**src/rtl/ssp_pkg.sv**
```systemverilog
package ssp_pkg;
  typedef enum logic [1:0] {
    FMT_SPI   = 2'd0,
    FMT_SYNC4 = 2'd1,
    FMT_MWIRE = 2'd2
  } fmt_e;

  localparam logic [1:0] ADDR_CTRL = 2'd0;
  localparam logic [1:0] ADDR_DATA = 2'd1;
  localparam logic [1:0] ADDR_STAT = 2'd2;

  typedef struct packed {
    logic [7:0] half_div;
    logic       en;
    logic       master;
    fmt_e       fmt;
    logic [3:0] size_m1;
  } ctrl_t;
endpackage

```
**src/rtl/ssp_fifo.sv**
```systemverilog
module ssp_fifo #(
  parameter int W     = 16,
  parameter int DEPTH = 8
) (
  input  logic         clk,
  input  logic         rst,
  input  logic         push,
  input  logic [W-1:0] din,
  input  logic         pop,
  output logic [W-1:0] dout,
  output logic         empty,
  output logic         full
);
  localparam int AW = (DEPTH > 1) ? $clog2(DEPTH) : 1;
  localparam int CNTW = $clog2(DEPTH + 1);

  logic [W-1:0]    mem [DEPTH];
  logic [AW-1:0]   wptr, rptr;
  logic [CNTW-1:0] cnt;
  logic            wr_ok, rd_ok;

  assign empty = (cnt == '0);
  assign full  = (cnt == CNTW'(DEPTH));
  assign rd_ok = pop && !empty;
  assign wr_ok = push && (!full || rd_ok);
  assign dout  = mem[rptr];

  always_ff @(posedge clk) begin
    if (wr_ok) mem[wptr] <= din;
  end

  always_ff @(posedge clk) begin
    if (rst) begin
      wptr <= '0;
      rptr <= '0;
      cnt  <= '0;
    end else begin
      if (wr_ok) wptr <= (wptr == AW'(DEPTH - 1)) ? '0 : wptr + AW'(1);
      if (rd_ok) rptr <= (rptr == AW'(DEPTH - 1)) ? '0 : rptr + AW'(1);
      cnt <= cnt + CNTW'(wr_ok) - CNTW'(rd_ok);
    end
  end
endmodule

```
**src/rtl/ssp_engine.sv**
```systemverilog
module ssp_engine
  import ssp_pkg::*;
#(
  parameter int DW = 16,
  parameter int CW = 8
) (
  input  logic          clk,
  input  logic          rst,
  input  ctrl_t         cfg,
  input  logic          tx_valid,
  input  logic [DW-1:0] tx_word,
  output logic          tx_pop,
  output logic          rx_push,
  output logic [DW-1:0] rx_word,
  output logic          active,
  input  logic          sclk_i,
  input  logic          sel_i,
  input  logic          sdi,
  output logic          sclk_o,
  output logic          sel_o,
  output logic          sdo,
  output logic          sdo_oe
);
  localparam int SW = DW + CW;
  localparam int NW = $clog2(SW + 1);

  logic          ssi, mw;
  logic [NW-1:0] nbits, tot, cnt;
  logic [7:0]    half, dcnt;
  logic [SW-1:0] base, load_v, tx_sh, rx_sh, rx_next;
  logic [DW-1:0] src;
  logic          sync_slot, out_bit, sclk_r, sel_r;
  logic          sclk_m, sclk_s, sclk_p, sel_m, sel_s, sel_p, sdi_m, sdi_s;
  logic          s_rise, s_fall, sel_fall, smp;

  assign ssi   = (cfg.fmt == FMT_SYNC4);
  assign mw    = (cfg.fmt == FMT_MWIRE);
  assign nbits = (cfg.size_m1 < 4'd3) ? NW'(4) : NW'(cfg.size_m1) + NW'(1);
  assign tot   = mw ? nbits + NW'(CW) : nbits;
  assign half  = (cfg.half_div == 8'd0) ? 8'd1 : cfg.half_div;
  assign src   = tx_valid ? tx_word : '0;
  assign base  = {src, {CW{1'b0}}} << (NW'(DW) - nbits);

  always_comb begin
    if (mw && cfg.master)  load_v = {src[CW-1:0], {DW{1'b0}}};
    else if (mw)           load_v = base >> CW;
    else                   load_v = base;
  end

  assign s_rise   = sclk_s && !sclk_p;
  assign s_fall   = !sclk_s && sclk_p;
  assign sel_fall = sel_p && !sel_s;
  assign smp      = cfg.master ? sdi : sdi_s;
  assign rx_next  = {rx_sh[SW-2:0], smp};

  function automatic logic [DW-1:0] pick(input logic [SW-1:0] sh);
    logic [SW-1:0] v;
    if (mw && !cfg.master) v = (sh >> nbits) & SW'(8'hFF);
    else                   v = sh & ((SW'(1) << nbits) - SW'(1));
    return v[DW-1:0];
  endfunction

  assign sclk_o = sclk_r;
  assign sel_o  = sel_r;
  assign sdo    = out_bit;
  assign sdo_oe = active;

  always_ff @(posedge clk) begin
    if (rst) begin
      {sclk_m, sclk_s, sclk_p, sdi_m, sdi_s} <= '0;
      {sel_m, sel_s, sel_p} <= 3'b111;
    end else begin
      {sclk_m, sclk_s, sclk_p} <= {sclk_i, sclk_m, sclk_s};
      {sel_m, sel_s, sel_p}    <= {sel_i, sel_m, sel_s};
      {sdi_m, sdi_s}           <= {sdi, sdi_m};
    end
  end

  always_ff @(posedge clk) begin
    if (rst) begin
      active <= 1'b0; sync_slot <= 1'b0; cnt <= '0; dcnt <= '0;
      sclk_r <= 1'b0; sel_r <= 1'b1; out_bit <= 1'b0;
      tx_sh <= '0; rx_sh <= '0; tx_pop <= 1'b0; rx_push <= 1'b0; rx_word <= '0;
    end else begin
      tx_pop  <= 1'b0;
      rx_push <= 1'b0;
      if (cfg.master) begin
        if (!active) begin
          sclk_r <= 1'b0; sel_r <= !ssi; out_bit <= 1'b0; dcnt <= '0;
          if (cfg.en && tx_valid) begin
            active <= 1'b1; tx_pop <= 1'b1; cnt <= '0; rx_sh <= '0;
            sync_slot <= ssi;
            sel_r     <= ssi;
            if (ssi) tx_sh <= load_v;
            else begin out_bit <= load_v[SW-1]; tx_sh <= load_v << 1; end
          end
        end else if (dcnt == half - 8'd1) begin
          dcnt <= '0;
          if (!sclk_r) begin
            sclk_r <= 1'b1;
            if (!sync_slot) rx_sh <= rx_next;
          end else begin
            sclk_r <= 1'b0;
            if (sync_slot) begin
              sync_slot <= 1'b0; sel_r <= 1'b0;
              out_bit <= tx_sh[SW-1]; tx_sh <= tx_sh << 1;
            end else if (cnt == tot - NW'(1)) begin
              active <= 1'b0; rx_push <= 1'b1; rx_word <= pick(rx_sh);
              sel_r <= !ssi; out_bit <= 1'b0;
            end else begin
              cnt <= cnt + NW'(1); out_bit <= tx_sh[SW-1]; tx_sh <= tx_sh << 1;
            end
          end
        end else begin
          dcnt <= dcnt + 8'd1;
        end
      end else begin
        sclk_r <= 1'b0; sel_r <= 1'b1; dcnt <= '0; sync_slot <= 1'b0;
        if (!active) begin
          out_bit <= 1'b0;
          if (cfg.en && ((!ssi && sel_fall) || (ssi && s_rise && sel_s))) begin
            active <= 1'b1; cnt <= '0; rx_sh <= '0; tx_pop <= tx_valid;
            if (ssi) tx_sh <= load_v;
            else begin out_bit <= load_v[SW-1]; tx_sh <= load_v << 1; end
          end
        end else if (!ssi && sel_s) begin
          active <= 1'b0; out_bit <= 1'b0;
        end else if (s_rise) begin
          rx_sh <= rx_next;
          if (cnt == tot - NW'(1)) begin
            active <= 1'b0; rx_push <= 1'b1; rx_word <= pick(rx_next);
          end else begin
            cnt <= cnt + NW'(1);
          end
        end else if (s_fall) begin
          out_bit <= tx_sh[SW-1]; tx_sh <= tx_sh << 1;
        end
      end
    end
  end
endmodule

```
**src/rtl/ssp_port.sv**
```systemverilog
module ssp_port
  import ssp_pkg::*;
#(
  parameter int DW    = 16,
  parameter int DEPTH = 8
) (
  input  logic          clk,
  input  logic          rst,
  input  logic          bus_wr,
  input  logic          bus_rd,
  input  logic [1:0]    bus_addr,
  input  logic [DW-1:0] bus_wdata,
  output logic [DW-1:0] bus_rdata,
  input  logic          sclk_i,
  input  logic          sel_i,
  input  logic          sdi,
  output logic          sclk_o,
  output logic          sel_o,
  output logic          sdo,
  output logic          sdo_oe
);
  localparam int CTRLW = $bits(ctrl_t);

  ctrl_t         ctrl_q;
  logic          ovr_q;
  logic          tx_empty, tx_full, rx_empty, rx_full;
  logic          tx_push, tx_pop, rx_push, rx_pop, active, busy;
  logic [DW-1:0] tx_head, rx_head, rx_word;
  logic [4:0]    stat_w;

  assign tx_push = bus_wr && (bus_addr == ADDR_DATA);
  assign rx_pop  = bus_rd && (bus_addr == ADDR_DATA) && !rx_empty;
  assign busy    = active || (ctrl_q.master && ctrl_q.en && !tx_empty);
  assign stat_w  = {busy, ovr_q, !rx_empty, !tx_full, tx_empty};

  ssp_fifo #(.W(DW), .DEPTH(DEPTH)) u_txq (
    .clk(clk), .rst(rst), .push(tx_push), .din(bus_wdata), .pop(tx_pop),
    .dout(tx_head), .empty(tx_empty), .full(tx_full)
  );

  ssp_fifo #(.W(DW), .DEPTH(DEPTH)) u_rxq (
    .clk(clk), .rst(rst), .push(rx_push), .din(rx_word), .pop(rx_pop),
    .dout(rx_head), .empty(rx_empty), .full(rx_full)
  );

  ssp_engine #(.DW(DW)) u_eng (
    .clk(clk), .rst(rst), .cfg(ctrl_q),
    .tx_valid(!tx_empty), .tx_word(tx_head), .tx_pop(tx_pop),
    .rx_push(rx_push), .rx_word(rx_word), .active(active),
    .sclk_i(sclk_i), .sel_i(sel_i), .sdi(sdi),
    .sclk_o(sclk_o), .sel_o(sel_o), .sdo(sdo), .sdo_oe(sdo_oe)
  );

  always_ff @(posedge clk) begin
    if (rst) begin
      ctrl_q    <= '0;
      ovr_q     <= 1'b0;
      bus_rdata <= '0;
    end else begin
      if (bus_wr && bus_addr == ADDR_CTRL) ctrl_q <= ctrl_t'(bus_wdata[CTRLW-1:0]);
      if (bus_wr && bus_addr == ADDR_STAT) ovr_q <= 1'b0;
      else if (rx_push && rx_full)         ovr_q <= 1'b1;
      if (bus_rd) begin
        case (bus_addr)
          ADDR_CTRL: bus_rdata <= DW'(ctrl_q);
          ADDR_DATA: bus_rdata <= rx_empty ? '0 : rx_head;
          ADDR_STAT: bus_rdata <= DW'(stat_w);
          default:   bus_rdata <= '0;
        endcase
      end
    end
  end
endmodule

```
**config.mk**
```make
export PLATFORM = sky130hd
export DESIGN_NAME = ssp_port
export DESIGN_NICKNAME = d
export VERILOG_FILES = /design/src/rtl/ssp_pkg.sv /design/src/rtl/ssp_fifo.sv /design/src/rtl/ssp_engine.sv /design/src/rtl/ssp_port.sv
export SDC_FILE = /design/constraint.sdc
export NUM_CORES = 1
export LEC_CHECK = 0
export ABC_CLOCK_PERIOD_IN_PS = 4500
export BUFFER_PORTS_ARGS = -buffer_cell sky130_fd_sc_hd__buf_2
export CAP_MARGIN = 20
export CORE_MARGIN = 10
export CORE_UTILIZATION = 40
export DETAILED_ROUTE_END_ITERATION = 8
export GPL_ROUTABILITY_DRIVEN = 0
export RECOVER_POWER = 100
export SLEW_MARGIN = 20
export SYNTH_ARGS = -nofsm -noshare
export SYNTH_HDL_FRONTEND = slang
export SYNTH_SLANG_ARGS = --single-unit
```
**constraint.sdc**
```tcl
create_clock -name clk -period 4.5 [get_ports clk]
set_input_delay 0.45 -clock clk [delete_from_list [all_inputs] [get_ports clk]]
set_output_delay 0.45 -clock clk [all_outputs]
set_load 0.01 [all_outputs]
```
# Word level (Yosys, flattened, before mapping)
# Memory sizes are Yosys's and may differ from the RTL's. A register that Yosys moved wholly into a read port is not among the register bits.
# Index checks and enable logic that the tools add are counted.
op_classes:
  n_lt_le_gt_ge: 1
  add_sub_neg: 16
  n_reduce_logical: 56
  n_bitwise: 4
  n_mux: 115
  n_shift: 4
  n_eq_ne: 31
op_table:
  columns: ["cell", "n"]
  rows:
  - ["24-bit 2-to-1 mux", 25]
  - ["16-bit 2-to-1 mux", 14]
  - ["5-bit 2-to-1 mux", 13]
  - ["1-bit 2-to-1 mux", 53]
  - ["16-bit one-hot mux with 3 select lines", 1]
  - ["24-bit by 5-bit right shift with 8-bit output", 2]
  - ["16-bit AND", 2]
  - ["3-bit inequality test (second input constant)", 9]
  - ["3-bit 2-to-1 mux", 8]
  - ["24-bit by 5-bit << shifter with 24-bit output", 1]
  - ["1-bit logical AND", 23]
  - ["8-bit AND reduction", 2]
  - ["1-bit by 5-bit << shifter with 16-bit output (first input constant)", 1]
  - ["16-bit by 1-bit subtractor with 16-bit output (second input constant)", 1]
  - ["7-bit AND reduction", 2]
  - ["3-bit by 1-bit adder with 3-bit output (second input constant)", 4]
  - ["3-bit equality test (second input constant)", 4]
  - ["4-bit inequality test (second input constant)", 3]
  - ["1-bit zero test", 9]
  - ["4-bit by 1-bit adder with 4-bit output", 2]
  - ["8-bit by 1-bit adder with 8-bit output (second input constant)", 1]
  - ["4-bit equality test (second input constant)", 2]
  - ["8-bit equality test", 1]
  - ["4-bit zero test", 2]
  - ["26 further kinds", 42]
word_totals:
  inputBits: 25
  reg_bits: 145
  memories: 2
  ram_bits: 256
  wordCells: 262
  out_inout_bits: 20
mem_list:
  columns: ["memory", "depth", "width", "read_ports", "rd_ports_with_merged_regs", "write_ports", "line", "text"]
  rows:
  - ["u_rxq.mem", 8, 16, 1, 1, 1, "ssp_fifo.sv:17", "logic [W-1:0] mem [DEPTH];"]
  - ["u_txq.mem", 8, 16, 1, 1, 1, "ssp_fifo.sv:17", null]

# Depth between registers and ports, before layout
# Gate-level depths: netlist of run 1.
logic_depth:
  ltp_word: 12
  ltp_mapped: 16
  depth_no_buf: 15

# Modules after synthesis
# A second synthesis of run 1 with hierarchy kept.
unflattened:
  hier_cells: 1770
  hier_area_um2: 20288.2
by_module_without_submodules:
  columns: ["module", "cells_each", "area_per_inst_um2", "seq_area_each_um2", "n_inst"]
  rows:
  - ["ssp_fifo", 276, 5701.7, 4103.9, 2]
  - ["ssp_engine", 1065, 7551.0, 1821.7, 1]
  - ["ssp_port", 153, 1333.8, 660.6, 1]

# Least setup slack after synthesis of run 1
# No wires, ideal clock.
synth_timing:
  path_kind: "reg2reg"
  from: "reg u_txq.cnt[2]"
  to: "mem u_txq.mem[2][0] (enable)"
  n_path_buf: 2
  setup_ns: 0.436
  stages_incl_launch_ff: 10
  required_time_ns: 4.064
  period_less_slack_ns: 3.919
  t_arrival_ns: 3.483
  slack_ns: 0.581
  path_cell_list: "dfxtp_1 > inv_1 > ha_1 > or3b_2 > clkbuf_1 > clkbuf_1 > nand2_1 > nand3_1 > nand3_1 > nor4b_1"
synth_between:
  elab_chain_len: 7
synth_rtl:
  columns: ["item", "line", "text"]
  rows:
  - ["from (decl)", "ssp_fifo.sv:19", "logic [CNTW-1:0] cnt;"]
  - ["from (signal assigned)", "ssp_fifo.sv:40", "cnt <= cnt + CNTW'(wr_ok) - CNTW'(rd_ok);"]
  - ["4-bit zero test", "ssp_fifo.sv:22", "assign empty = (cnt == '0);"]
  - ["1-bit zero test", "ssp_fifo.sv:24", "assign rd_ok = pop && !empty;"]
  - ["1-bit logical AND", "ssp_fifo.sv:24", null]
  - ["1-bit logical OR (*)", "ssp_fifo.sv:25", "assign wr_ok = push && (!full || rd_ok);"]
  - ["1-bit logical AND (*)", "ssp_fifo.sv:25", null]
  - ["1-bit 2-to-1 mux (*)", "ssp_fifo.sv:29", "if (wr_ok) mem[wptr] <= din;"]
  - ["1-bit 2-to-1 mux (implied by the code) (*)", "ssp_fifo.sv:29", null]
  - ["to (decl)", "ssp_fifo.sv:17", null]
# Mark *: on every way between the ends. The rest lies on a longest branch, timed or not.

# Final worst setup path of run 1
layout_timing:
  from: "reg ctrl_q[11] (netlist bit)"
  to: "reg u_eng.tx_sh[22]"
layout_between:
  elab_chain_len: 6
layout_rtl:
  columns: ["item", "line", "text"]
  rows:
  - ["from (decl)", "ssp_port.sv:24", "ctrl_t ctrl_q;"]
  - ["from (signal assigned)", "ssp_port.sv:60", "if (bus_wr && bus_addr == ADDR_CTRL) ctrl_q <= ctrl_t'(bus_wdata[CTRLW-1:0]);"]
  - ["8-bit zero test", "ssp_engine.sv:40", "assign half = (cfg.half_div == 8'd0) ? 8'd1 : cfg.half_div;"]
  - ["8-bit 2-to-1 mux (*)", "ssp_engine.sv:40", null]
  - ["8-bit by 1-bit subtractor with 8-bit output (*)", "ssp_engine.sv:97", "end else if (dcnt == half - 8'd1) begin"]
  - ["8-bit equality test (*)", "ssp_engine.sv:97", null]
  - ["3-bit inequality test (no source line) (*)", null, null]
  - ["8-bit AND reduction (no source line) (*)", null, null]
  - ["to (signal assigned)", "ssp_engine.sv:94", "if (ssi) tx_sh <= load_v;"]
  - ["to (signal assigned)", "ssp_engine.sv:95", "else begin out_bit <= load_v[SW-1]; tx_sh <= load_v << 1; end"]
  - ["to (signal assigned)", "ssp_engine.sv:106", "out_bit <= tx_sh[SW-1]; tx_sh <= tx_sh << 1;"]
  - ["to (decl)", "ssp_engine.sv:30", "logic [SW-1:0] base, load_v, tx_sh, rx_sh, rx_next;"]
# Marked as above.
# A chain may end at the register's enable or synchronous reset.

==> results.txt, run 1 <==
DR WL/cell -> 22.04 µm
Via Count -> 14290
CP arrival -> 4.51 ns
Hold Path Depth -> 2
status -> finished, violations left
Post-Layout Cell Count -> 2401
Simple-Gate Fraction of Synth Area -> 13.20%
ys async rst share -> 0%
Syn Nets -> 1765
required time of the worst setup path -> 4.97 ns
PwrDens -> 371.5 mW/mm²
Worst Hold End -> u_eng.sel_m
Reg2Reg Depth -> 14
vias in the first global route -> 13540
library cells used by synthesis -> 86
multi-input logic area -> 0.008253 mm²
RSZ-0062 raised after global routing -> no
Clock transition at path regs -> 0.06 ns
post-CTS resize count -> 0
initial antenna violation count -> 1
Rows -> 81
setup bufs post-CTS -> 0
post-route cell area -> 0.02189 mm²
Post-Synthesis Cells -> 1711
Die ar. -> 0.05820 mm²
I/O pin count -> 45
R2R Path Start -> ctrl_q[11]
Fin. Hold Viols -> 0
maximum VDD drop -> 326.0 µV
Top FF cell, synth -> edfxtp_1
largest area contributor in the netlist -> edfxtp_1
clk_skew -> 0.02021 ns
DR DRC count -> 0
final period utilization -> 89.74%
failing checks -> max-capacitance violations, max-slew violations
Final #Nets -> 1799
Hold Crit Start -> sel_i
clk sink count -> 406
Rel. slew slack -> -59.02%
CP endpoint kind -> flip-flop
largest net degree at the start of global routing -> 53
count of port buffers added during placement -> 44
#FFs+latches synth -> 406
Die Width -> 241.3 µm
commonest non-fill, non-tap cell in the layout -> edfxtp_1
mux cell area share after synthesis -> 12.58%
gr ovfl total -> 0
slew of the pin with the lowest slew margin -> 2.385 ns
sequential area share after synthesis -> 54.59%
Placed Area -> 0.02068 mm²
clock latency on the worst-skew pair -> 0.58 ns
Compound-Gate Fraction of Synth Area -> 12.75%
Crit Path Class -> reg -> reg
Max Slew Vio Count -> 176
area occupied by registers -> 0.01070 mm²
Initial Util -> 40.25%
overall routing resource usage -> 17.87%
minimum clock period -> 4.038 ns
post-synth top area share -> 39.26%
Critical Path Fanout Max -> 45
hpwl dp -> 35630 µm
final setup fails -> 0
CTS Buf Count -> 45
First DRT Iteration DRCs -> 1362
R2R Path End -> u_eng.tx_sh[22]
total wire length -> 52920 µm
hold crit path type -> in -> reg
Placed Cells -> 2320
die height -> 241.3 µm
Longest Clk Path Bufs -> 3
EDFF count, synth -> 256
Avg Vias per Cell -> 5.953
Post-Synth XOR/XNOR Area -> 1.565%
first-pass GRT wire length -> 80850 µm
Mean Syn Cell Area -> 11.44 µm²
leak pwr -> 0.007072 µW
main combinational cell family by area after synthesis -> simple AND/OR/NAND/NOR gates
Setup TNS Final -> 0 ns
Synth Area in Adders -> 1.930%
setup slack, reg-to-reg -> 0.46 ns
commonest non-fill, non-tap cells in the layout -> 256 x edfxtp_1, 164 x nand2_1, 146 x dfxtp_1
core area -> 0.04865 mm²
Max Cap Viol -> 4
Yosys warnings -> 0
FMAX -> 247.6 MHz
Layout area overhead -> 11.78%
synthesized area -> 0.01958 mm²
CTS tree -> built
Startpoint Class -> flip-flop
synth top area cells -> edfxtp_1 39%, dfxtp_1 15%, mux4_2 7.5%
root buffer cell -> clkbuf_16
CTS hold repair buffers -> 0
Final ANT Viol Nets -> 0
Fillers -> 4488
share of cells above drive strength 1 -> 12.15%
DR pass1 iterations -> 5
H-tree depth -> 2
[cell type report]
cell class / count / share of cell area, %
timing repair buffer: 110 / 2.835
multi-input combinational: 1144 / 37.71
antenna: 1 / 0.01143
clock buffer: 62 / 5.528
sequential: 406 / 48.88
tap: 622 / 3.556
inverter: 38 / 0.6517
clock inverter: 18 / 0.8346
[metrics by stage]
step	utilization (%)	total power (µW)	hold slack, ns	setup slack (ns)
detailed placement	42.52	4723	0.4367	0.5380
CTS	45.38	8218	0.03395	0.5233
finish	44.99	8131	0.06450	0.4619
floorplan	-	4511	0.3895	0.5805
global placement	42.52	4714	0.4311	0.5857
global route	44.99	8421	0.04960	0.1608
[how the worst max path moves through the flow]
stage                             from         endpoint  slack, ns
after floorplan           u_txq.cnt[2]  u_txq.mem[2][0]       0.58
after global placement      ctrl_q[11]  u_eng.tx_sh[22]       0.59
after detailed placement    ctrl_q[11]  u_eng.tx_sh[22]       0.54
after CTS                   ctrl_q[11]  u_eng.tx_sh[22]       0.52
after global routing        ctrl_q[11]  u_eng.tx_sh[22]       0.16
final                       ctrl_q[11]  u_eng.tx_sh[22]       0.46
[flip-flops by register name, summed over array words and instances (netlist names), 3 cells and up, named ones only]
name,cells
u_txq.cnt,4
bus_rdata,16
u_eng.rx_sh,23
u_rxq.wptr,3
u_txq.rptr,3
u_rxq.rptr,3
ctrl_q,16
u_eng.tx_sh,24
u_eng.cnt,5
u_rxq.cnt,4
u_txq.wptr,3
u_eng.rx_word,16
u_eng.dcnt,8
u_rxq.mem,128
u_txq.mem,128
[critical path, stage by stage, from the launching register on]
cell       delay (ns)
dfxtp_1          0.31
or4_4            0.56
o41ai_2          0.30
inv_1            0.08
ha_1             0.26
nor3b_1          0.18
or3_1            0.32
a31o_1           0.24
a2111oi_2        0.41
and2_2           0.28
o21ai_1          0.14
a31oi_4          0.23
buf_12           0.23
o21ai_0          0.14
a221oi_2         0.26
[kinds of logic (layout without fill, tap and decap cells)]
| logic type | Yosys count | after routing |
|---|---|---|
| AND/OR/NAND/NOR | 544 | 544 |
| flip-flops | 406 | 406 |
| AO/OA/AOI/OAI | 372 | 372 |
| multiplexers | 164 | 164 |
| buffers and inverters | 161 | 228 |
| XOR/XNOR | 35 | 35 |
| adder cells (fa/ha/maj) | 29 | 29 |
| other | 0 | 1 |
[Yosys cell counts (all sizes together) (29+ instances only)]
cell type  instances
o21ai             53
nand2b            29
nand3             73
mux2i             93
inv               36
nor2             132
edfxtp           256
clkbuf            84
nor3              34
buf               39
mux4              65
a21oi            124
dfxtp            150
nand2            164
[layer usage]
metal	GRT usage (%)	part of all wire [%]	vias up
met5	0	0	-
met4	4.839	2.2	0
met3	2.900	6.6	93
met2	28.91	47	542
met1	24.52	44	7104
li1	-	-	6554
[power breakdown]
| part | switching [µW] | internal [µW] |
|---|---|---|
| Combinational | 400 | 225 |
| Clock | 1480 | 2010 |
| Sequential | 45.8 | 3980 |
(Power assumes the default switching activity.)
==> run 2, diff against run 1 <==
- RECOVER_POWER: 100 -> 50
==> run 2 against run 1 <==
Net effect:
- the run still ends with max-capacitance violations, max-slew violations left
- sequential cell count stayed put
- maximum frequency is 0.42% higher
- sequential power hardly changed
- clock-buffer cell count stayed put
- largest cell class unchanged
- largest power group unchanged
==> results.txt, run 2 (synthesized netlist as in run 1, its figures left out) <==
status -> finished, violations left (unchanged)
failing checks -> max-capacitance violations, max-slew violations (unchanged)
DR WL/cell -> 21.99 µm (was 22.04 µm)
initial antenna violation count -> 1 (unchanged)
Startpoint Class -> flip-flop (unchanged)
clk_skew -> 0.02447 ns (was 0.02021 ns)
setup bufs post-CTS -> 0 (unchanged)
Crit Path Class -> reg -> reg (unchanged)
DR pass1 iterations -> 5 (unchanged)
H-tree depth -> 2 (unchanged)
Critical Path Fanout Max -> 45 (unchanged)
Rows -> 81 (unchanged)
post-CTS resize count -> 0 (unchanged)
CTS tree -> built (unchanged)
CTS hold repair buffers -> 0 (unchanged)
commonest non-fill, non-tap cell in the layout -> edfxtp_1 (unchanged)
gr ovfl total -> 0 (unchanged)
Rel. slew slack -> -41.64% (was -59.02%)
first-pass GRT wire length -> 80850 µm (unchanged)
DR DRC count -> 0 (unchanged)
overall routing resource usage -> 17.87% (unchanged)
Hold Crit Start -> sel_i (unchanged)
slew of the pin with the lowest slew margin -> 2.125 ns (was 2.385 ns)
total wire length -> 52800 µm (was 52920 µm)
Reg2Reg Depth -> 14 (unchanged)
count of port buffers added during placement -> 44 (unchanged)
Hold Path Depth -> 2 (unchanged)
Max Slew Vio Count -> 123 (was 176)
largest net degree at the start of global routing -> 53 (unchanged)
Avg Vias per Cell -> 5.920 (was 5.953)
CTS Buf Count -> 45 (unchanged)
CP endpoint kind -> flip-flop (unchanged)
Max stage delay cell, worst path -> or4_4 (unchanged)
FMAX -> 248.7 MHz (was 247.6 MHz)
Placed Cells -> 2320 (unchanged)
leak pwr -> 0.007155 µW (was 0.007072 µW)
final setup fails -> 0 (unchanged)
R2R Path Start -> ctrl_q[11] (unchanged)
RSZ-0062 raised after global routing -> no (unchanged)
Die Width -> 241.3 µm (unchanged)
final period utilization -> 89.36% (was 89.74%)
DP Worst Slack -> 0.5380 ns (unchanged)
CP max stage delay -> 0.56 ns (about the same)
First DRT Iteration DRCs -> 1450 (was 1362)
Clock transition at path regs -> 0.06 ns (about the same)
Max Cap Viol -> 3 (was 4)
Util after Layout -> 45.26% (was 44.99%)
clock latency on the worst-skew pair -> 0.58 ns (about the same)
PwrDens -> 369.3 mW/mm² (was 371.5 mW/mm²)
hpwl dp -> 35630 µm (unchanged)
crit-path cells -> or4_4 -> o41ai_2 -> inv_1 -> ha_1 -> nor3b_1 -> or3_1 -> a31o_1 -> a2111oi_2 -> and2_2 -> o21ai_1 -> a31oi_4 -> buf_12 -> mux2i_1 -> a211oi_1 (was or4_4 -> o41ai_2 -> inv_1 -> ha_1 -> nor3b_1 -> or3_1 -> a31o_1 -> a2111oi_2 -> and2_2 -> o21ai_1 -> a31oi_4 -> buf_12 -> o21ai_0 -> a221oi_2)
CP arrival -> 4.38 ns (was 4.51 ns)
Die ar. -> 0.05820 mm² (unchanged)
R2R Path End -> u_eng.tx_sh[16] (was u_eng.tx_sh[22])
Initial Util -> 40.25% (unchanged)
setup ws final -> 0.4787 ns (was 0.4619 ns)
vias in the first global route -> 13540 (unchanged)
required time of the worst setup path -> 4.86 ns (was 4.97 ns)
Setup TNS Final -> 0 ns (unchanged)
Longest Clk Path Bufs -> 3 (unchanged)
Layout area overhead -> 12.44% (was 11.78%)
minimum clock period -> 4.021 ns (was 4.038 ns)
maximum VDD drop -> 326.3 µV (was 326.0 µV)
die height -> 241.3 µm (unchanged)
commonest non-fill, non-tap cells in the layout -> 256 x edfxtp_1, 164 x nand2_1, 146 x dfxtp_1 (unchanged)
root buffer cell -> clkbuf_16 (unchanged)
Largest regs -> u_rxq.mem: 128 flops, u_txq.mem: 128 flops, u_eng.tx_sh: 24 flops (unchanged)
Fin. Hold Viols -> 0 (unchanged)
Final ANT Viol Nets -> 0 (unchanged)
clk sink count -> 406 (unchanged)
core area -> 0.04865 mm² (unchanged)
Final #Nets -> 1799 (unchanged)
share of cells above drive strength 1 -> 13.84% (was 12.15%)
I/O pin count -> 45 (unchanged)
Post-Layout Cell Count -> 2401 (unchanged)
setup slack, reg-to-reg -> 0.48 ns (was 0.46 ns)
hold crit path type -> in -> reg (unchanged)
Worst Hold End -> u_eng.sel_m (unchanged)
Via Count -> 14220 (was 14290)
run 2: cell count changes in the layout (fill, tap and decap cells not counted), moves of 3 or more:
cell / change
nor4b_2: +3
nor3b_1: -4
nor3b_2: +4
nor3_2: +3
nor3_1: -3
nor4b_1: -3
clkbuf_1: -17
buf_4: +17
run 2: critical path, delay by kind of cell, from the launching register on:
family,cells,cell delay (ns)
compound gates,6,1.39
simple gates,4,1.34
flops,1,0.31
buf+inv,2,0.30
fa+ha+maj,1,0.26
mux,1,0.21
run 2: layout make-up:
class                   instances  area, µm²
fillers                      4462      26630
flip-flops and latches        406      10700
multi-input cells            1144       8319
clock buffers                  62       1210
well taps                     622      778.2
repair buffers                110      684.4
clock inverters                18      182.7
inverters                      38      142.6
diodes                          1      2.502
run 2: layer usage:
metal	up-vias	wire (µm)	GRT usage (%)
li1	6556	-	-
met1	7088	23120	24.52
met2	473	25190	28.91
met3	98	3299	2.900
met4	0	1189	4.839
met5	-	0	0
run 2: worst max path at each step:
stage,start,end,cells after the start
3_5_place_dp,ctrl_q[11],u_eng.tx_sh[22],14
2_1_floorplan,u_txq.cnt[2],u_txq.mem[2][0],9
5_1_grt,ctrl_q[11],u_eng.tx_sh[22],14
6_report,ctrl_q[11],u_eng.tx_sh[16],14
3_3_place_gp,ctrl_q[11],u_eng.tx_sh[22],14
4_1_cts,ctrl_q[11],u_eng.tx_sh[22],14
run 2: power breakdown:
part           internal, µW  total (µW)  leakage [µW]  switching (µW)
clock network          2010        3480      0.000675            1480
registers              3980        4020       0.00350            46.0
logic                   226         624       0.00298             399
run 2: metrics by stage:
| step | hold slack, ns | power (µW) | instance area [µm²] |
|---|---|---|---|
| finish | 0.06058 | 8131 | 22020 |
| floorplan | 0.3895 | 4511 | 19580 |
| CTS | 0.03395 | 8218 | 22080 |
| global route | 0.04960 | 8423 | 22010 |
| global placement | 0.4311 | 4714 | 20680 |
| detailed placement | 0.4367 | 4723 | 20680 |
